==> src/rtl/accmem_pkg.sv <==
package accmem_pkg;

  typedef enum logic [2:0] {
    OP_LD   = 3'd0,
    OP_XCH  = 3'd1,
    OP_BSET = 3'd2,
    OP_BCLR = 3'd3,
    OP_BTST = 3'd4
  } op_e;

  typedef enum logic [2:0] {
    AM_DIR  = 3'd0,
    AM_PTR  = 3'd1,
    AM_PINC = 3'd2,
    AM_PDEC = 3'd3,
    AM_IMM  = 3'd4
  } mode_e;

  typedef enum logic {
    S_IDLE = 1'b0,
    S_ACT  = 1'b1
  } state_e;

  typedef struct packed {
    op_e   op;
    mode_e mode;
    logic  sel;
  } ctl_t;

endpackage

==> src/rtl/accmem_addr_gen.sv <==
module accmem_addr_gen
  import accmem_pkg::*;
#(
  parameter int DATA_W = 8,
  parameter int ADDR_W = 8
) (
  input  mode_e              mode_in,
  input  logic               sel_in,
  input  logic [DATA_W-1:0]  operand_in,
  input  mode_e              mode_q,
  input  logic               sel_q,
  input  logic [DATA_W-1:0]  ptr_b,
  input  logic [DATA_W-1:0]  ptr_x,
  output logic [ADDR_W-1:0]  eff_addr,
  output logic               is_imm,
  output logic               step_en,
  output logic [DATA_W-1:0]  step_val
);

  logic [DATA_W-1:0] sel_ptr_in;
  logic [DATA_W-1:0] sel_ptr_q;

  assign sel_ptr_in = sel_in ? ptr_x : ptr_b;
  assign sel_ptr_q  = sel_q  ? ptr_x : ptr_b;

  always_comb begin
    is_imm   = 1'b0;
    eff_addr = sel_ptr_in[ADDR_W-1:0];
    case (mode_in)
      AM_DIR:  eff_addr = operand_in[ADDR_W-1:0];
      AM_IMM:  is_imm   = 1'b1;
      default: eff_addr = sel_ptr_in[ADDR_W-1:0];
    endcase
  end

  always_comb begin
    step_en  = 1'b0;
    step_val = sel_ptr_q;
    case (mode_q)
      AM_PINC: begin
        step_en  = 1'b1;
        step_val = sel_ptr_q + DATA_W'(1);
      end
      AM_PDEC: begin
        step_en  = 1'b1;
        step_val = sel_ptr_q - DATA_W'(1);
      end
      default: ;
    endcase
  end

endmodule

==> src/rtl/accmem_ram.sv <==
module accmem_ram #(
  parameter int DATA_W = 8,
  parameter int ADDR_W = 8,
  localparam int DEPTH = 2 ** ADDR_W
) (
  input  logic              clk,
  input  logic [ADDR_W-1:0] raddr,
  output logic [DATA_W-1:0] rdata,
  input  logic              we,
  input  logic [ADDR_W-1:0] waddr,
  input  logic [DATA_W-1:0] wdata
);

  logic [DATA_W-1:0] mem [DEPTH];

  initial begin
    for (int i = 0; i < DEPTH; i++) mem[i] = '0;
  end

  always_ff @(posedge clk) begin
    if (we) mem[waddr] <= wdata;
    rdata <= mem[raddr];
  end

endmodule

==> src/rtl/accmem_bitops.sv <==
module accmem_bitops #(
  parameter int DATA_W = 8,
  localparam int IDX_W = $clog2(DATA_W)
) (
  input  logic [DATA_W-1:0] val,
  input  logic [IDX_W-1:0]  idx,
  output logic [DATA_W-1:0] val_set,
  output logic [DATA_W-1:0] val_clr,
  output logic              bit_at
);

  logic [DATA_W-1:0] mask;

  assign mask    = DATA_W'(1) << idx;
  assign val_set = val | mask;
  assign val_clr = val & ~mask;
  assign bit_at  = |(val & mask);

endmodule

==> src/rtl/accmem_unit.sv <==
module accmem_unit
  import accmem_pkg::*;
#(
  parameter int DATA_W = 8,
  parameter int ADDR_W = 8,
  localparam int IDX_W = $clog2(DATA_W)
) (
  input  logic              clk,
  input  logic              rst,
  input  logic              start,
  input  logic [2:0]        op_code,
  input  logic [2:0]        mode_code,
  input  logic              ptr_sel,
  input  logic [DATA_W-1:0] operand,
  input  logic [IDX_W-1:0]  bit_idx,
  output logic              done,
  output logic [DATA_W-1:0] acc,
  output logic [DATA_W-1:0] ptr_b,
  output logic [DATA_W-1:0] ptr_x,
  output logic              bit_result,
  output logic              bit_valid
);

  localparam logic [ADDR_W-1:0] B_LOC = {{(ADDR_W-1){1'b1}}, 1'b0};
  localparam logic [ADDR_W-1:0] X_LOC = {ADDR_W{1'b1}};

  state_e            st;
  ctl_t              ctl_q;
  logic [ADDR_W-1:0] addr_q;
  logic [IDX_W-1:0]  idx_q;

  op_e               op_in;
  mode_e             mode_in;
  logic [ADDR_W-1:0] eff_addr;
  logic              is_imm;
  logic              step_en;
  logic [DATA_W-1:0] step_val;

  logic [DATA_W-1:0] ram_rdata;
  logic              ram_we;
  logic [DATA_W-1:0] wr_val;
  logic              wr_en;
  logic              map_b;
  logic              map_x;
  logic [DATA_W-1:0] cur_val;
  logic [DATA_W-1:0] val_set;
  logic [DATA_W-1:0] val_clr;
  logic              bit_at;
  logic              act;
  logic              accept;

  assign op_in   = op_e'(op_code);
  assign mode_in = mode_e'(mode_code);
  assign act     = (st == S_ACT);
  assign accept  = (st == S_IDLE) && start;

  accmem_addr_gen #(.DATA_W(DATA_W), .ADDR_W(ADDR_W)) u_addr (
    .mode_in   (mode_in),
    .sel_in    (ptr_sel),
    .operand_in(operand),
    .mode_q    (ctl_q.mode),
    .sel_q     (ctl_q.sel),
    .ptr_b     (ptr_b),
    .ptr_x     (ptr_x),
    .eff_addr  (eff_addr),
    .is_imm    (is_imm),
    .step_en   (step_en),
    .step_val  (step_val)
  );

  accmem_ram #(.DATA_W(DATA_W), .ADDR_W(ADDR_W)) u_ram (
    .clk  (clk),
    .raddr(eff_addr),
    .rdata(ram_rdata),
    .we   (ram_we),
    .waddr(addr_q),
    .wdata(wr_val)
  );

  assign map_b   = (addr_q == B_LOC);
  assign map_x   = (addr_q == X_LOC);
  assign cur_val = map_b ? ptr_b : (map_x ? ptr_x : ram_rdata);

  accmem_bitops #(.DATA_W(DATA_W)) u_bits (
    .val    (cur_val),
    .idx    (idx_q),
    .val_set(val_set),
    .val_clr(val_clr),
    .bit_at (bit_at)
  );

  always_comb begin
    wr_en  = 1'b0;
    wr_val = cur_val;
    if (act) begin
      case (ctl_q.op)
        OP_XCH:  begin wr_en = 1'b1; wr_val = acc;     end
        OP_BSET: begin wr_en = 1'b1; wr_val = val_set; end
        OP_BCLR: begin wr_en = 1'b1; wr_val = val_clr; end
        default: ;
      endcase
    end
  end

  assign ram_we = wr_en && !map_b && !map_x;

  always_ff @(posedge clk) begin
    if (rst) begin
      st     <= S_IDLE;
      ctl_q  <= '0;
      addr_q <= '0;
      idx_q  <= '0;
    end else if (accept) begin
      ctl_q  <= '{op: op_in, mode: mode_in, sel: ptr_sel};
      addr_q <= eff_addr;
      idx_q  <= bit_idx;
      st     <= is_imm ? S_IDLE : S_ACT;
    end else if (act) begin
      st <= S_IDLE;
    end
  end

  always_ff @(posedge clk) begin
    if (rst) begin
      acc <= '0;
    end else if (accept && is_imm && op_in == OP_LD) begin
      acc <= operand;
    end else if (act && (ctl_q.op == OP_LD || ctl_q.op == OP_XCH)) begin
      acc <= cur_val;
    end
  end

  always_ff @(posedge clk) begin
    if (rst) begin
      ptr_b <= '0;
    end else if (act) begin
      if (step_en && !ctl_q.sel) ptr_b <= step_val;
      else if (wr_en && map_b)   ptr_b <= wr_val;
    end
  end

  always_ff @(posedge clk) begin
    if (rst) begin
      ptr_x <= '0;
    end else if (act) begin
      if (step_en && ctl_q.sel) ptr_x <= step_val;
      else if (wr_en && map_x)  ptr_x <= wr_val;
    end
  end

  always_ff @(posedge clk) begin
    if (rst) begin
      done       <= 1'b0;
      bit_valid  <= 1'b0;
      bit_result <= 1'b0;
    end else begin
      done      <= (accept && is_imm) || act;
      bit_valid <= act && (ctl_q.op == OP_BTST);
      if (act && ctl_q.op == OP_BTST) bit_result <= bit_at;
    end
  end

  AST_ACT_GIVES_DONE: assert property (@(posedge clk) disable iff (rst)
    act |=> done);

  AST_IDLE_HOLDS_STATE: assert property (@(posedge clk) disable iff (rst)
    (st == S_IDLE && !start) |=> ($stable(acc) && $stable(ptr_b) && $stable(ptr_x)));

  AST_IMM_LOADS_OPERAND: assert property (@(posedge clk) disable iff (rst)
    (accept && mode_in == AM_IMM && op_in == OP_LD) |=> (acc == $past(operand) && done));

  AST_IMM_KEEPS_POINTERS: assert property (@(posedge clk) disable iff (rst)
    (accept && mode_in == AM_IMM) |=> ($stable(ptr_b) && $stable(ptr_x)));

  AST_POSTINC_B: assert property (@(posedge clk) disable iff (rst)
    (act && ctl_q.mode == AM_PINC && !ctl_q.sel) |=> (ptr_b == DATA_W'($past(ptr_b) + DATA_W'(1))));

  AST_POSTDEC_X: assert property (@(posedge clk) disable iff (rst)
    (act && ctl_q.mode == AM_PDEC && ctl_q.sel) |=> (ptr_x == DATA_W'($past(ptr_x) - DATA_W'(1))));

  AST_TEST_NO_WRITE: assert property (@(posedge clk) disable iff (rst)
    (act && ctl_q.op == OP_BTST) |-> !ram_we);

  AST_VALID_WITH_DONE: assert property (@(posedge clk) disable iff (rst)
    bit_valid |-> done);

endmodule

==> config.mk <==
export PLATFORM = sky130hd
export DESIGN_NAME = accmem_unit
export DESIGN_NICKNAME = d
export VERILOG_FILES = /design/src/rtl/accmem_pkg.sv /design/src/rtl/accmem_addr_gen.sv /design/src/rtl/accmem_ram.sv /design/src/rtl/accmem_bitops.sv /design/src/rtl/accmem_unit.sv
export SDC_FILE = /design/constraint.sdc
export NUM_CORES = 2
export LEC_CHECK = 0
export ABC_CLOCK_PERIOD_IN_PS = 12700
export BUFFER_PORTS_ARGS = -buffer_cell sky130_fd_sc_hd__buf_2
export CORE_MARGIN = 2
export CORE_UTILIZATION = 35
export CTS_CLUSTER_DIAMETER = 120
export DETAILED_ROUTE_END_ITERATION = 10
export GPL_ROUTABILITY_DRIVEN = 0
export SYNTH_ARGS = -nofsm -noshare
export SYNTH_HDL_FRONTEND = slang
export SYNTH_HIERARCHICAL = 1
export SYNTH_SLANG_ARGS = --single-unit
==> constraint.sdc <==
create_clock -name clk -period 12.7 [get_ports clk]
set_input_delay 1.27 -clock clk [delete_from_list [all_inputs] [get_ports clk]]
set_output_delay 1.27 -clock clk [all_outputs]
set_load 0.01 [all_outputs]
After elaboration in Yosys (flattened, before gate mapping)

Memories as Yosys holds them, arrays and structs flattened. A register that Yosys moved wholly into a read port is not among the register bits.
Index checks and enable logic that the tools add are counted.

$add $sub $neg: 2
Equality and inequality tests: 9
Shifts and indexed selects: 1
Multiplexer cells: 21
Bitwise gates (word level): 6
Reductions and logical operators: 28

Operator list:

| kind                                                               | number |
|---|---|
| 8-bit two-way mux                                                  | 12 |
| 8-bit one-hot mux with 3 select lines                              | 1 |
| 8-bit bitwise AND                                                  | 2 |
| 8-bit == test, second input constant                               | 2 |
| 8-bit one-hot mux with 2 select lines                              | 1 |
| 3-bit by 2-bit == test with 1-bit output, second input constant    | 4 |
| 1-bit logical AND                                                  | 11 |
| 3-bit logical NOT                                                  | 3 |
| 8-bit by 1-bit adder with 8-bit output, second input constant      | 1 |
| 8-bit NOT                                                          | 1 |
| 8-bit bitwise OR                                                   | 1 |
| 8-bit OR reduction                                                 | 1 |
| 1-bit by 3-bit left shift with 8-bit output, first input constant  | 1 |
| 8-bit by 1-bit subtractor with 8-bit output, second input constant | 1 |
| 1-bit two-way mux                                                  | 7 |
| 3-bit == test, second input constant                               | 2 |
| 2-bit nonzero test                                                 | 3 |
| 2-bit AND reduction                                                | 2 |
| 2-bit OR reduction                                                 | 2 |
| 3-bit by 1-bit == test with 1-bit output, second input constant    | 1 |
| 1-bit logical NOT                                                  | 3 |
| 3-bit OR reduction                                                 | 1 |
| 1-bit logical OR                                                   | 2 |
| 1-bit NOT                                                          | 2 |

Register bits: 46
RAM bits: 2,048
Input port bits: 21
Output and inout port bits: 27
Logic and storage cells: 80
Memories: 1

Memories:

| memory    | words | bits a word | read ports | clocked after memory_dff | wr ports | RTL line         | source |
|---|---|---|---|---|---|---|---|
| u_ram.mem | 256   | 8           | 1          | 1                        | 1        | accmem_ram.sv:14 | `logic [DATA_W-1:0] mem [DEPTH];` |

Depth between registers and ports, before layout

Word-level depth: 8
Mapped depth: 15
Depth with buffers taken out: 9

Cells and area by module

Netlist, hierarchy kept.

By module, submodules not included:

| module          | times used | cells each | area each (um2) | sequential area each (um2) |
|---|---|---|---|---|
| accmem_ram      | 1          | 3,733      | 79,556.3        | 61,659.1 |
| accmem_unit     | 1          | 331        | 2,881.5         | 920.9 |
| accmem_addr_gen | 1          | 94         | 686.9           | 0.0 |
| accmem_bitops   | 1          | 31         | 241.5           | 0.0 |

Worst setup path before layout

Ideal clock, no wire load.

Path kind: input-to-reg
Start: input port mode_code[2]
End: register u_ram.rdata[2], read port of u_ram.mem
Setup time: 0.131 ns
Arrival: 4.072 ns
Required time: 12.569 ns
Slack: 8.497 ns
Stages: 13
Buffers on the path: 6
Path through: or3_1 clkbuf_1 clkbuf_1 a21oi_1 buf_6 buf_12 buf_8 buf_2 mux4_2 a22oi_1 a21oi_1 nor4_1 nor4_2

Word-level cells in the longest chain between the ends: 2

RTL lines:

| element               | RTL line              | source |
|---|---|---|
| from (decl)           | accmem_unit.sv:12     | `input logic [2:0] mode_code,` |
| 3-bit logical NOT     | accmem_addr_gen.sv:29 | `case (mode_in)` |
| 8-bit two-way mux     | accmem_addr_gen.sv:29 |  |
| named net eff_addr[0] | accmem_unit.sv:34     | `logic [ADDR_W-1:0] eff_addr;` |
| to (decl)             | accmem_ram.sv:8       | `output logic [DATA_W-1:0] rdata,` |

The timed path passes the listed nets, and every way through them passes these cells.
A chain may end at the register's enable or synchronous reset.

Worst setup path in the final report

Start: input port mode_code[2]
End: register u_ram.rdata[5], read port of u_ram.mem

Same word-level chain as after synthesis.

==> run metrics <==
Hold Vio Cnt, Final 0; Post-synth EDFFs 2048; setup TNS 0 ns; H-tree levels 4; ys async rst share 0%; initial antenna violation count 7; share of layout cells above drive strength 1 21.3%; routed vias 42600; Port Buffer Count 47; Mapped Cells 4189; cells resized by post-CTS repair 0; Buf/Inv on CP 5; mapped cell area 83400 um2; syn avg cell area 19.9 um2; LEAKAGE 0.0274 uW; cell mode on critical path buf_4; Clock Power Share 38.5%; worst path required time 13.45 ns; Slowest Stage Delay on Critical Path 0.98 ns; Layout area overhead 11.7%; Synth top cells by count edfxtp_1, mux4_2, nor2_1, mux2i_1, a22oi_1; setup repair after global routing missed its margin false; sequential power share 53.8%; CTS buffer count 198; sw frac 23.1%; cells along the critical path buf_2, or3_1, nor2_1, a21oi_4, buf_4, buf_4, clkinv_1, buf_4, nor2_4, a221oi_1, o32ai_1, nor3_1, nor4_1; delay-heaviest family, CP simple AND/OR/NAND/NOR gates; DIE AREA 242000 um2; Clock Latency Late Sink 0.84 ns; PD cells 161 nW/um2; most frequently used flop master after synthesis edfxtp_1; die height 492 um; clock root cell clkbuf_16; first-pass GRT wire length 309000 um; Remaining DRCs 0; internal power 11500 uW; I/O Pins 48; largest net degree at the start of global routing 221; CP Class in2reg; Yosys top cell area share 73.8%; FF/Latch Area 62600 um2; WL final 214000 um; Arrival @ worst endpoint 7.27 ns; routed len/inst 28.2 um; ranking of synthesized cells by area edfxtp_1, mux4_2, mux2i_1; Clock Path Buffers 3; cts hold-fix bufs 0; Max Clk Rate 153 MHz; Design Area, Final 93100 um2; Core ar. 237000 um2; Ys Warns 6; Post-Syn Nets 4215; final core occ 39.2%; CTS tree built; Peak VDD IR 114 uV; Comb pwr share 7.7%; Detailed Place HPWL 128000 um; sw power 3460 uW; status finished clean; number of synthesized register bits 2102; Total GRT Usage 17.4%; fillcell total 21200; Critical Path End Type flip-flop; Final Critical Period 6.53 ns; row cnt 179; Setup Skew 0.0519 ns; DR iter-0 viols 4790; Post-CTS Setup Inserts 0; cell taking the most area after synthesis edfxtp_1; footprint of the multi-input gates 19300 um2; dpl cells 7207; met1 Track Usage GR 24.6%; starting density of the core 35.1%; Pre-antenna DRT Iters 5; post-route insts no fill 7572; Seq/Total Area, Yosys 75.1%; count leader, synth edfxtp_1; CTS Sinks 2102; vias in the first global route 42100; DR vias/cell 5.63; global routing usage on met2 27.4%; clk slew on worst S/H paths 0.06 ns; busiest layer in global routing met2; Slowest cell on crit path nor2_4; final hold slack 0.485 ns; Worst Setup Start Kind input pin; max_slew headroom 5.63%; Routed Antenna Nets 0; Least-Margin Pin Slew 1.42 ns; worst min path class reg2reg; post-synthesis cell type count 82; setup violators final 0; die width 492 um; CP max FO 39; Slew Limit Fails 0; Area after DPL 86800 um2; Final period util 51.4%; met3 Use GR 2.83%; number of max-cap violations 0; final net count 4266; grt ovf 0
[state kept, by name (all words and copies together), names as in the netlist]
name,cells
u_ram/mem,2048
acc,8
addr_q,8
ptr_b,8
ptr_x,8
u_ram/rdata,8
ctl_q,7
idx_q,3
act,1
bit_result,1
bit_valid,1
done,1
[cells by family (layout without fill, tap and decap cells)]
family	after synthesis	count (layout)	synth area share, %
buf+inv	285	499	2.08
compound gates	554	554	4.89
flops	2102	2102	75.1
mux	629	629	14.5
fa+ha+maj	6	6	0.0885
simple gates	605	605	3.33
xor+xnor	8	8	0.0841
other cells	0	2	0
[path summary, 6_finish.rpt]
path | start | endpoint | slack [ns] | cells past startpoint
worst max-delay path | mode_code[2] | u_ram/rdata[5] | 6.17 | 13
worst min-delay path | ctl_q[3] | ctl_q[3] | 0.49 | 2
worst max register to register | ptr_b[2] | u_ram/rdata[5] | 6.99 | 11
worst min register to register | ctl_q[3] | ctl_q[3] | 0.49 | 2
[per-layer routing]
metal  vias to the layer above  part of all wire [%]
met4                         2                   2.9
li1                      17500                     -
met5                         -                0.0056
met3                       326                   7.8
met1                     22800                    42
met2                      1935                    48
[power groups by stage]
stage | sequential [uW] | clock (uW) | combinational, uW
finish | 8080 | 5770 | 1150
floorplan | 8250 | 0 | 653
detailed placement | 8220 | 0 | 1160
global placement | 8220 | 0 | 1120
CTS | 8070 | 5880 | 1160
global route | 8080 | 6150 | 1230
[placed cells by master, fill, tap and decap left out, types with 11 or more instances in the layout]
cell	count
a21oi_1	130
clkinv_2	30
a21boi_0	11
o221ai_1	46
a211oi_1	33
a22oi_1	141
a311oi_2	13
edfxtp_1	2048
o211ai_1	13
nor2_1	299
nand2b_1	15
o31ai_1	16
nor3_1	33
mux2i_1	164
o21ai_0	19
nand2_1	94
nor4_1	20
clkbuf_1	41
mux4_2	454
o22ai_1	29
a221oi_1	20
nor2b_1	32
dfxtp_1	54
clkinv_1	47
buf_4	67
buf_2	47
clkbuf_16	202
bufinv_16	14
nand3_1	37
[layout make-up]
class	instances	area share (%)
Inverter	12	0.0484
Clock buffer	249	5.66
Multi-Input combinational cell	1802	20.7
Antenna cell	2	0.00538
Sequential cell	2102	67.2
Clock inverter	114	1.10
Timing Repair Buffer	124	1.01
Tap cell	3167	4.26
[tightest hold or removal path, delay by kind of cell, from the launching register on]
family	cells	cell delay (ns)
and+or+nand+nor	1	0.06
DFF	1	0.32
AOI/OAI and AO/OA	1	0.06
[stage by stage]
step,setup slack (ns),total power [uW]
3_5_place_dp,5.42,9390
2_1_floorplan,8.50,8900
4_1_cts,6.28,15100
5_1_grt,6.00,15400
3_3_place_gp,5.29,9350
6_report,6.17,15000
Power figures use the tool's default switching activity.
